File: config.mk
export PLATFORM = sky130hd
export DESIGN_NAME = irq_nest_ctrl
export DESIGN_NICKNAME = d
export VERILOG_FILES = /design/src/rtl/irq_nest_pkg.sv /design/src/rtl/irq_src_latch.sv /design/src/rtl/irq_prio_pick.sv /design/src/rtl/irq_stat_stack.sv /design/src/rtl/irq_nest_ctrl.sv
export SDC_FILE = /design/constraint.sdc
export NUM_CORES = 1
export LEC_CHECK = 0
export BUFFER_PORTS_ARGS = -buffer_cell sky130_fd_sc_hd__buf_2
export CAP_MARGIN = 10
export CORE_UTILIZATION = 60
export CTS_CLUSTER_DIAMETER = 120
export DETAILED_ROUTE_END_ITERATION = 7
export PLACE_DENSITY = 0.88
export SLEW_MARGIN = 20
export SYNTH_ARGS = -nofsm -noshare
export SYNTH_HDL_FRONTEND = slang
export SYNTH_SLANG_ARGS = --single-unit
File: constraint.sdc
create_clock -name clk -period 14 [get_ports clk]
set_clock_uncertainty 0.1 [all_clocks]
set_input_delay 2.1 -clock clk [delete_from_list [all_inputs] [get_ports clk]]
set_output_delay 2.1 -clock clk [all_outputs]
set_load 0.01 [all_outputs]
File: src/rtl/irq_nest_pkg.sv
package irq_nest_pkg;

    // Control register bit that selects nested servicing
    localparam int NEST_BIT = 4;

    typedef enum logic [1:0] {
        ST_RUN    = 2'd0,
        ST_VECTOR = 2'd1,
        ST_RETURN = 2'd2
    } ctl_state_e;

endpackage

File: src/rtl/irq_src_latch.sv
module irq_src_latch #(
    parameter int NUM_EXT = 3,
    parameter int NUM_INT = 3,
    localparam int NSRC = NUM_EXT + NUM_INT
) (
    input  logic               clk,
    input  logic               rst_n,
    input  logic [NUM_EXT-1:0] ext_req_n,
    input  logic [NUM_INT-1:0] int_req,
    input  logic [NUM_EXT-1:0] edge_sel,
    input  logic               fc_we,
    input  logic [NSRC-1:0]    fc_force,
    input  logic [NSRC-1:0]    fc_clear,
    input  logic [NSRC-1:0]    acc_onehot,
    output logic [NSRC-1:0]    req_eff
);

    logic [NUM_EXT-1:0] prev_q;
    logic [NSRC-1:0]    pend_q;
    logic [NSRC-1:0]    set_v;
    logic [NSRC-1:0]    lvl_v;
    logic [NSRC-1:0]    frc_v;
    logic [NSRC-1:0]    clr_v;

    always_ff @(posedge clk or negedge rst_n) begin
        if (!rst_n) prev_q <= '1;
        else        prev_q <= ext_req_n;
    end

    for (genvar g = 0; g < NUM_EXT; g++) begin : g_ext
        assign set_v[g] = edge_sel[g] & prev_q[g] & ~ext_req_n[g];
        assign lvl_v[g] = ~edge_sel[g] & ~ext_req_n[g];
    end

    for (genvar g = 0; g < NUM_INT; g++) begin : g_int
        assign set_v[NUM_EXT+g] = int_req[g];
        assign lvl_v[NUM_EXT+g] = 1'b0;
    end

    assign frc_v = fc_we ? fc_force : '0;
    assign clr_v = fc_we ? fc_clear : '0;

    always_ff @(posedge clk or negedge rst_n) begin
        if (!rst_n) pend_q <= '0;
        else        pend_q <= ((pend_q & ~acc_onehot) | set_v | frc_v) & ~clr_v;
    end

    assign req_eff = pend_q | lvl_v;

    for (genvar g = 0; g < NSRC; g++) begin : g_chk

        clear_drops_chk: assert property (@(posedge clk) disable iff (!rst_n)
            (fc_we && fc_clear[g]) |=> !pend_q[g]);
    end

endmodule

File: src/rtl/irq_prio_pick.sv
module irq_prio_pick #(
    parameter int NSRC  = 6,
    parameter int IDX_W = $clog2(NSRC)
) (
    input  logic [NSRC-1:0]  req,
    output logic             vld,
    output logic [IDX_W-1:0] idx
);

    always_comb begin
        vld = 1'b0;
        idx = '0;
        for (int i = NSRC - 1; i >= 0; i--) begin
            if (req[i]) begin
                vld = 1'b1;
                idx = IDX_W'(i);
            end
        end
    end

endmodule

File: src/rtl/irq_stat_stack.sv
module irq_stat_stack #(
    parameter int W     = 38,
    parameter int DEPTH = 7,
    localparam int SPW   = $clog2(DEPTH + 1),
    localparam int PTR_W = (DEPTH > 1) ? $clog2(DEPTH) : 1
) (
    input  logic           clk,
    input  logic           rst_n,
    input  logic           push,
    input  logic           pop,
    input  logic [W-1:0]   din,
    output logic [W-1:0]   top,
    output logic [SPW-1:0] level,
    output logic           ovf
);

    logic [W-1:0] mem [DEPTH];
    logic         full;

    assign full = (level == SPW'(DEPTH));

    always_ff @(posedge clk) begin
        if (push && !full) mem[level[PTR_W-1:0]] <= din;
    end

    always_ff @(posedge clk or negedge rst_n) begin
        if (!rst_n) begin
            level <= '0;
            ovf   <= 1'b0;
        end else if (push) begin
            if (full) ovf   <= 1'b1;
            else      level <= level + 1'b1;
        end else if (pop && level != '0) begin
            level <= level - 1'b1;
        end
    end

    assign top = (level != '0) ? mem[PTR_W'(level - 1'b1)] : '0;


    sp_bound_chk: assert property (@(posedge clk) disable iff (!rst_n)
        level <= SPW'(DEPTH));

    ovf_sticky_chk: assert property (@(posedge clk) disable iff (!rst_n)
        ovf |=> ovf);

    full_push_chk: assert property (@(posedge clk) disable iff (!rst_n)
        (push && full) |=> (ovf && level == SPW'(DEPTH)));

    push_lvl_chk: assert property (@(posedge clk) disable iff (!rst_n)
        (push && !full) |=> level == $past(level) + 1'b1);

    pop_lvl_chk: assert property (@(posedge clk) disable iff (!rst_n)
        (pop && !push && level != '0) |=> level == $past(level) - 1'b1);

endmodule

File: src/rtl/irq_nest_ctrl.sv
module irq_nest_ctrl
    import irq_nest_pkg::*;
#(
    parameter int NUM_EXT = 3,
    parameter int NUM_INT = 3,
    parameter int STAT_W  = 16,
    parameter int DEPTH   = 7,
    parameter int VEC_W   = 8,
    parameter int CFG_W   = 8,
    localparam int NSRC  = NUM_EXT + NUM_INT,
    localparam int IDX_W = $clog2(NSRC),
    localparam int SPW   = $clog2(DEPTH + 1),
    localparam int ENT_W = 2 * STAT_W + NSRC
) (
    input  logic               clk,
    input  logic               rst_n,
    input  logic [NUM_EXT-1:0] ext_req_n,
    input  logic [NUM_INT-1:0] int_req,
    input  logic               cfg_we,
    input  logic [CFG_W-1:0]   cfg_wdata,
    input  logic               mask_we,
    input  logic [NSRC-1:0]    mask_wdata,
    input  logic               fc_we,
    input  logic [NSRC-1:0]    fc_force,
    input  logic [NSRC-1:0]    fc_clear,
    input  logic [STAT_W-1:0]  astat_in,
    input  logic [STAT_W-1:0]  mstat_in,
    input  logic               rti,
    output logic               take,
    output logic [VEC_W-1:0]   vector,
    output logic               ret_valid,
    output logic [STAT_W-1:0]  astat_out,
    output logic [STAT_W-1:0]  mstat_out,
    output logic [NSRC-1:0]    mask_q,
    output logic [SPW-1:0]     level,
    output logic               stk_ovf
);

    ctl_state_e         st_q, st_d;
    logic [NUM_EXT-1:0] edge_q;
    logic               nest_q;
    logic               cfg_unused;
    logic [NSRC-1:0]    req_eff;
    logic [NSRC-1:0]    cand;
    logic               pick_vld;
    logic [IDX_W-1:0]   pick_idx;
    logic [IDX_W-1:0]   win_q;
    logic               seat_free;
    logic               do_grant;
    logic               do_pop;
    logic [NSRC-1:0]    acc_onehot;
    logic [NSRC-1:0]    above_mask;
    logic [ENT_W-1:0]   push_ent;
    logic [ENT_W-1:0]   top_ent;

    assign cfg_unused = ^cfg_wdata;

    // Control register: edge selects and servicing mode
    always_ff @(posedge clk or negedge rst_n) begin
        if (!rst_n) begin
            edge_q <= '0;
            nest_q <= 1'b0;
        end else if (cfg_we) begin
            edge_q <= cfg_wdata[NUM_EXT-1:0];
            nest_q <= cfg_wdata[NEST_BIT];
        end
    end

    irq_src_latch #(
        .NUM_EXT (NUM_EXT),
        .NUM_INT (NUM_INT)
    ) u_src (
        .clk        (clk),
        .rst_n      (rst_n),
        .ext_req_n  (ext_req_n),
        .int_req    (int_req),
        .edge_sel   (edge_q),
        .fc_we      (fc_we),
        .fc_force   (fc_force),
        .fc_clear   (fc_clear),
        .acc_onehot (acc_onehot),
        .req_eff    (req_eff)
    );

    assign cand = req_eff & mask_q;

    irq_prio_pick #(
        .NSRC  (NSRC),
        .IDX_W (IDX_W)
    ) u_pick (
        .req (cand),
        .vld (pick_vld),
        .idx (pick_idx)
    );

    assign seat_free  = nest_q || (level == '0);
    assign do_pop     = (st_q == ST_RUN) && rti && (level != '0);
    assign do_grant   = (st_q == ST_RUN) && !rti && pick_vld && seat_free;
    assign acc_onehot = do_grant ? (NSRC'(1) << pick_idx) : '0;
    assign above_mask = (NSRC'(1) << pick_idx) - NSRC'(1);
    assign push_ent   = {astat_in, mstat_in, mask_q};

    irq_stat_stack #(
        .W     (ENT_W),
        .DEPTH (DEPTH)
    ) u_stack (
        .clk   (clk),
        .rst_n (rst_n),
        .push  (do_grant),
        .pop   (do_pop),
        .din   (push_ent),
        .top   (top_ent),
        .level (level),
        .ovf   (stk_ovf)
    );

    // Next-state logic
    always_comb begin
        st_d = st_q;
        unique case (st_q)
            ST_RUN: begin
                if (do_pop)        st_d = ST_RETURN;
                else if (do_grant) st_d = ST_VECTOR;
                else               st_d = ST_RUN;
            end
            ST_VECTOR: st_d = ST_RUN;
            ST_RETURN: st_d = ST_RUN;
            default:   st_d = ST_RUN;
        endcase
    end

    // State register
    always_ff @(posedge clk or negedge rst_n) begin
        if (!rst_n) st_q <= ST_RUN;
        else        st_q <= st_d;
    end

    // Datapath registers updated on state transitions
    always_ff @(posedge clk or negedge rst_n) begin
        if (!rst_n) begin
            win_q     <= '0;
            mask_q    <= '0;
            astat_out <= '0;
            mstat_out <= '0;
        end else begin
            if (do_grant) win_q <= pick_idx;
            if (do_grant && nest_q) begin
                mask_q <= mask_q & above_mask;
            end else if (do_pop) begin
                mask_q <= top_ent[NSRC-1:0];
            end else if (mask_we) begin
                mask_q <= mask_wdata;
            end
            if (do_pop) begin
                astat_out <= top_ent[ENT_W-1 -: STAT_W];
                mstat_out <= top_ent[NSRC +: STAT_W];
            end
        end
    end

    // Outputs decoded from state
    always_comb begin
        take      = 1'b0;
        ret_valid = 1'b0;
        vector    = '0;
        unique case (st_q)
            ST_VECTOR: begin
                take   = 1'b1;
                vector = VEC_W'({win_q, 2'b00});
            end
            ST_RETURN: ret_valid = 1'b1;
            default: ;
        endcase
    end


    take_pulse_chk: assert property (@(posedge clk) disable iff (!rst_n)
        take |=> !take);

    seq_single_chk: assert property (@(posedge clk) disable iff (!rst_n)
        (take && !nest_q && !$past(cfg_we)) |-> level == SPW'(1));

    ret_empty_chk: assert property (@(posedge clk) disable iff (!rst_n)
        (st_q == ST_RUN && rti && level == '0) |=> !ret_valid);

    ret_first_chk: assert property (@(posedge clk) disable iff (!rst_n)
        (st_q == ST_RUN && rti && level != '0) |=> (ret_valid && !take));

endmodule

==> impl_metrics.env <==
export IMPL_worstMarginPinSlew_ns=0.898
export IMPL_synth_area_leaders="edfxtp_1 62%, dfrtp_1 11%, mux4_2 6.7%"
export IMPL_vias=7286
export IMPL_synth_ff_type="edfxtp_1"
export IMPL_fin_setup_tns_ns=0
export IMPL_path_cells="buf_4 -> buf_2"
export IMPL_period_minus_slack_ns=4.76
export IMPL_layout_cells_non_filler=1181
export IMPL_ys_warn_count=0
export IMPL_start_util_pct=61.0
export IMPL_overflow=0
export IMPL_synth_most_common_cell="edfxtp_1"
export IMPL_setup_slack_ns=9.24
export IMPL_maxSlewViolCount=0
export IMPL_cp_required_ns=11.80
export IMPL_crit_slowest_cell="dfrtp_4"
export IMPL_path_buf_inv=2
export IMPL_num_rows=53
export IMPL_slew_headroom_pct=40.2
export IMPL_fmax_mhz=210
export IMPL_layout_drive_gt1_share_pct=24.9
export IMPL_synth_commonest_cells="266 x edfxtp_1, 57 x dfrtp_1, 49 x nor2_1, 46 x nand2_1, 44 x o21ai_0"
export IMPL_critPathCaptureType="primary output"
export IMPL_antenna_found_initial=4
export IMPL_synth_top_area_share_pct=62.5
export IMPL_grt_max_degree=78
export IMPL_first_pass_iters=5
export IMPL_synth_area_leader_cell="edfxtp_1"
export IMPL_cp_arrival_ns=2.56
export IMPL_syn2layout_area_growth_pct=14.2
export IMPL_vias_per_cell=6.17
export IMPL_gr_usage_all_layers_pct=24.5
export IMPL_clock_sinks=326
export IMPL_synth_avg_cell_area_sq_um=16.7
export IMPL_pre_cts_slack_ns=8.93
export IMPL_leakage_nw=5.26
export IMPL_drtIter0Drc=584
export IMPL_io_buffers=112
export IMPL_drv_cap=0
export IMPL_fin_area_sq_mm=0.0146
export IMPL_multiInputGateArea_sq_mm=0.00312
export IMPL_routed_wl_um=25800
export IMPL_hpwl_um=14200
export IMPL_cts_buffer_depth=3
export IMPL_postRouteAntennaNets=0
export IMPL_cts_reportedPaths_clkPinSlew_ns=0.06
export IMPL_place_area_sq_mm=0.0136
export IMPL_seq_area_frac_synth_pct=74.3
export IMPL_syn_inst=767
export IMPL_dp_cells=1123
export IMPL_period_share_pct=34.0
export IMPL_root_buffer="clkbuf_16"
export IMPL_grt_pass1_wl_um=40400
export IMPL_cts_tree="done"
export IMPL_ys_types=57
export IMPL_hp_class="reg2reg"
export IMPL_finish_utilization_pct=69.7
export IMPL_critPathMaxFanout=48
export IMPL_rsz0062_at_grt="no"
export IMPL_max_stage_delay_ns=0.86
export IMPL_fillCellCount=1313
export IMPL_htree_num_levels=1
export IMPL_grt_pass1_vias=7421
export IMPL_async_flop_share_pct=18.4
export IMPL_post_cts_setup_buffers=0
export IMPL_seq_area_sq_mm=0.00950
export IMPL_finalNetCount=955
export IMPL_synth_edf_count=266
export IMPL_power_density_mw_per_mm2=215
export IMPL_final_hold_viol_count=0
export IMPL_path_delay_family="buffers and inverters"
export IMPL_critPathKind="reg2out"
export IMPL_setup_viol=0
export IMPL_cts_hold_buf=0
export IMPL_drt_wirelength_per_cell_um=21.9
export IMPL_cts_made_buffers=30
export IMPL_core_sq_mm=0.0210
export IMPL_die_area_sq_mm=0.0219
export IMPL_gp_congestion=0.865
export IMPL_die_y_um=148
export IMPL_status="finished clean"
export IMPL_ir_drop_uv=161
export IMPL_syn_area_sq_mm=0.0128
export IMPL_io_pins=122
export IMPL_post_cts_resized=0
export IMPL_ys_ff_latch=326
export IMPL_start_kind="flip-flop"
export IMPL_drc=0
export IMPL_clock_latency_ns=0.55
export IMPL_die_x_um=148
cells by family (layout without fill, tap and decap cells):
family	count (synthesis)	count (layout)	share of synthesized area [%]
xor+xnor	3	3	0.206
fa+ha+maj	5	5	0.489
mux	81	81	10.1
simple gates	122	122	4.18
buf+inv	57	188	2.07
other cells	1	9	0.0293
flops	326	326	74.3
compound gates	172	172	8.67
report_power, final:
part	internal (W)	leakage, nW	switching, W
registers	0.00119	3.12	0.000106
logic	0.000422	1.68	0.000637
clock network	0.000455	0.458	0.000331
total	0.00207	5.26	0.00107
path summary, 6_finish.rpt:
kind                            cells past startpoint  slack (ns)              from                to
worst max-delay path                                2        9.24  u_stack.level[0]          level[0]
worst min-delay path                                1        0.35       u_stack.ovf       u_stack.ovf
worst max register to register                      8        9.84  u_stack.level[0]         mask_q[2]
worst min register to register                      1        0.35       u_stack.ovf       u_stack.ovf
max in group asynchronous                           1       11.57             rst_n  u_stack.level[0]
min in group asynchronous                           1        1.58             rst_n           st_q[0]
worst reg2reg max path, stage by stage, from the launching register on:
cell	delay, ns
dfrtp_4	0.86
inv_1	0.32
ha_4	0.71
buf_4	0.75
nor2_1	0.19
a211oi_1	0.26
a21oi_1	0.09
a2111oi_0	0.62
a311o_1	0.21
stage by stage:
stage / hold WS, ns / power (W)
floorplan: 0.340 / 0.00204
global placement: 0.337 / 0.00232
detailed placement: 0.343 / 0.00236
CTS: 0.356 / 0.00316
global route: 0.378 / 0.00329
finish: 0.351 / 0.00314
cell usage in the layout, fill, tap and decap left out, drive strengths merged, types with 4 or more instances in the layout:
cell type  synthesis  layout
conb               1       5
a22oi              7       7
mux4              38      38
and2               6       6
nor2              49      49
clkbuf            28      43
a21oi             44      44
a211oi            42      42
mux2i             40      40
inv               10      10
nand2             46      46
dfrtp             57      57
diode              0       4
edfxtp           266     266
buf               18     123
ha                 5       5
o21ai             47      47
clkinv             1       9
sequential cells by signal, summed over array words and instances (netlist names):
| signal | count |
|---|---|
| u_stack.mem | 266 |
| astat_out | 16 |
| mstat_out | 16 |
| edge_q | 3 |
| u_stack.ovf | 1 |
| u_src.pend_q | 6 |
| u_src.prev_q | 3 |
| win_q | 3 |
| st_q | 2 |
| nest_q | 1 |
| u_stack.level | 3 |
| mask_q | 6 |
layout make-up:
class	instances	share of cell area, %
multi-input cells	388	21.4
clock inverters	11	0.934
diodes	4	0.0686
clock buffers	43	5.54
well taps	275	2.36
repair buffers	123	4.42
inverters	11	0.283
flip-flops and latches	326	65.0
metal layers:
layer	GRT usage, %	vias to the layer above	part of all wire (%)
met4	9.18	0	2.4
met5	0	-	0
met1	31.3	3704	38
li1	-	3221	-
met3	4.14	53	6.9
met2	42.2	308	52
Note: power is estimated with default switching activity, not from simulation.
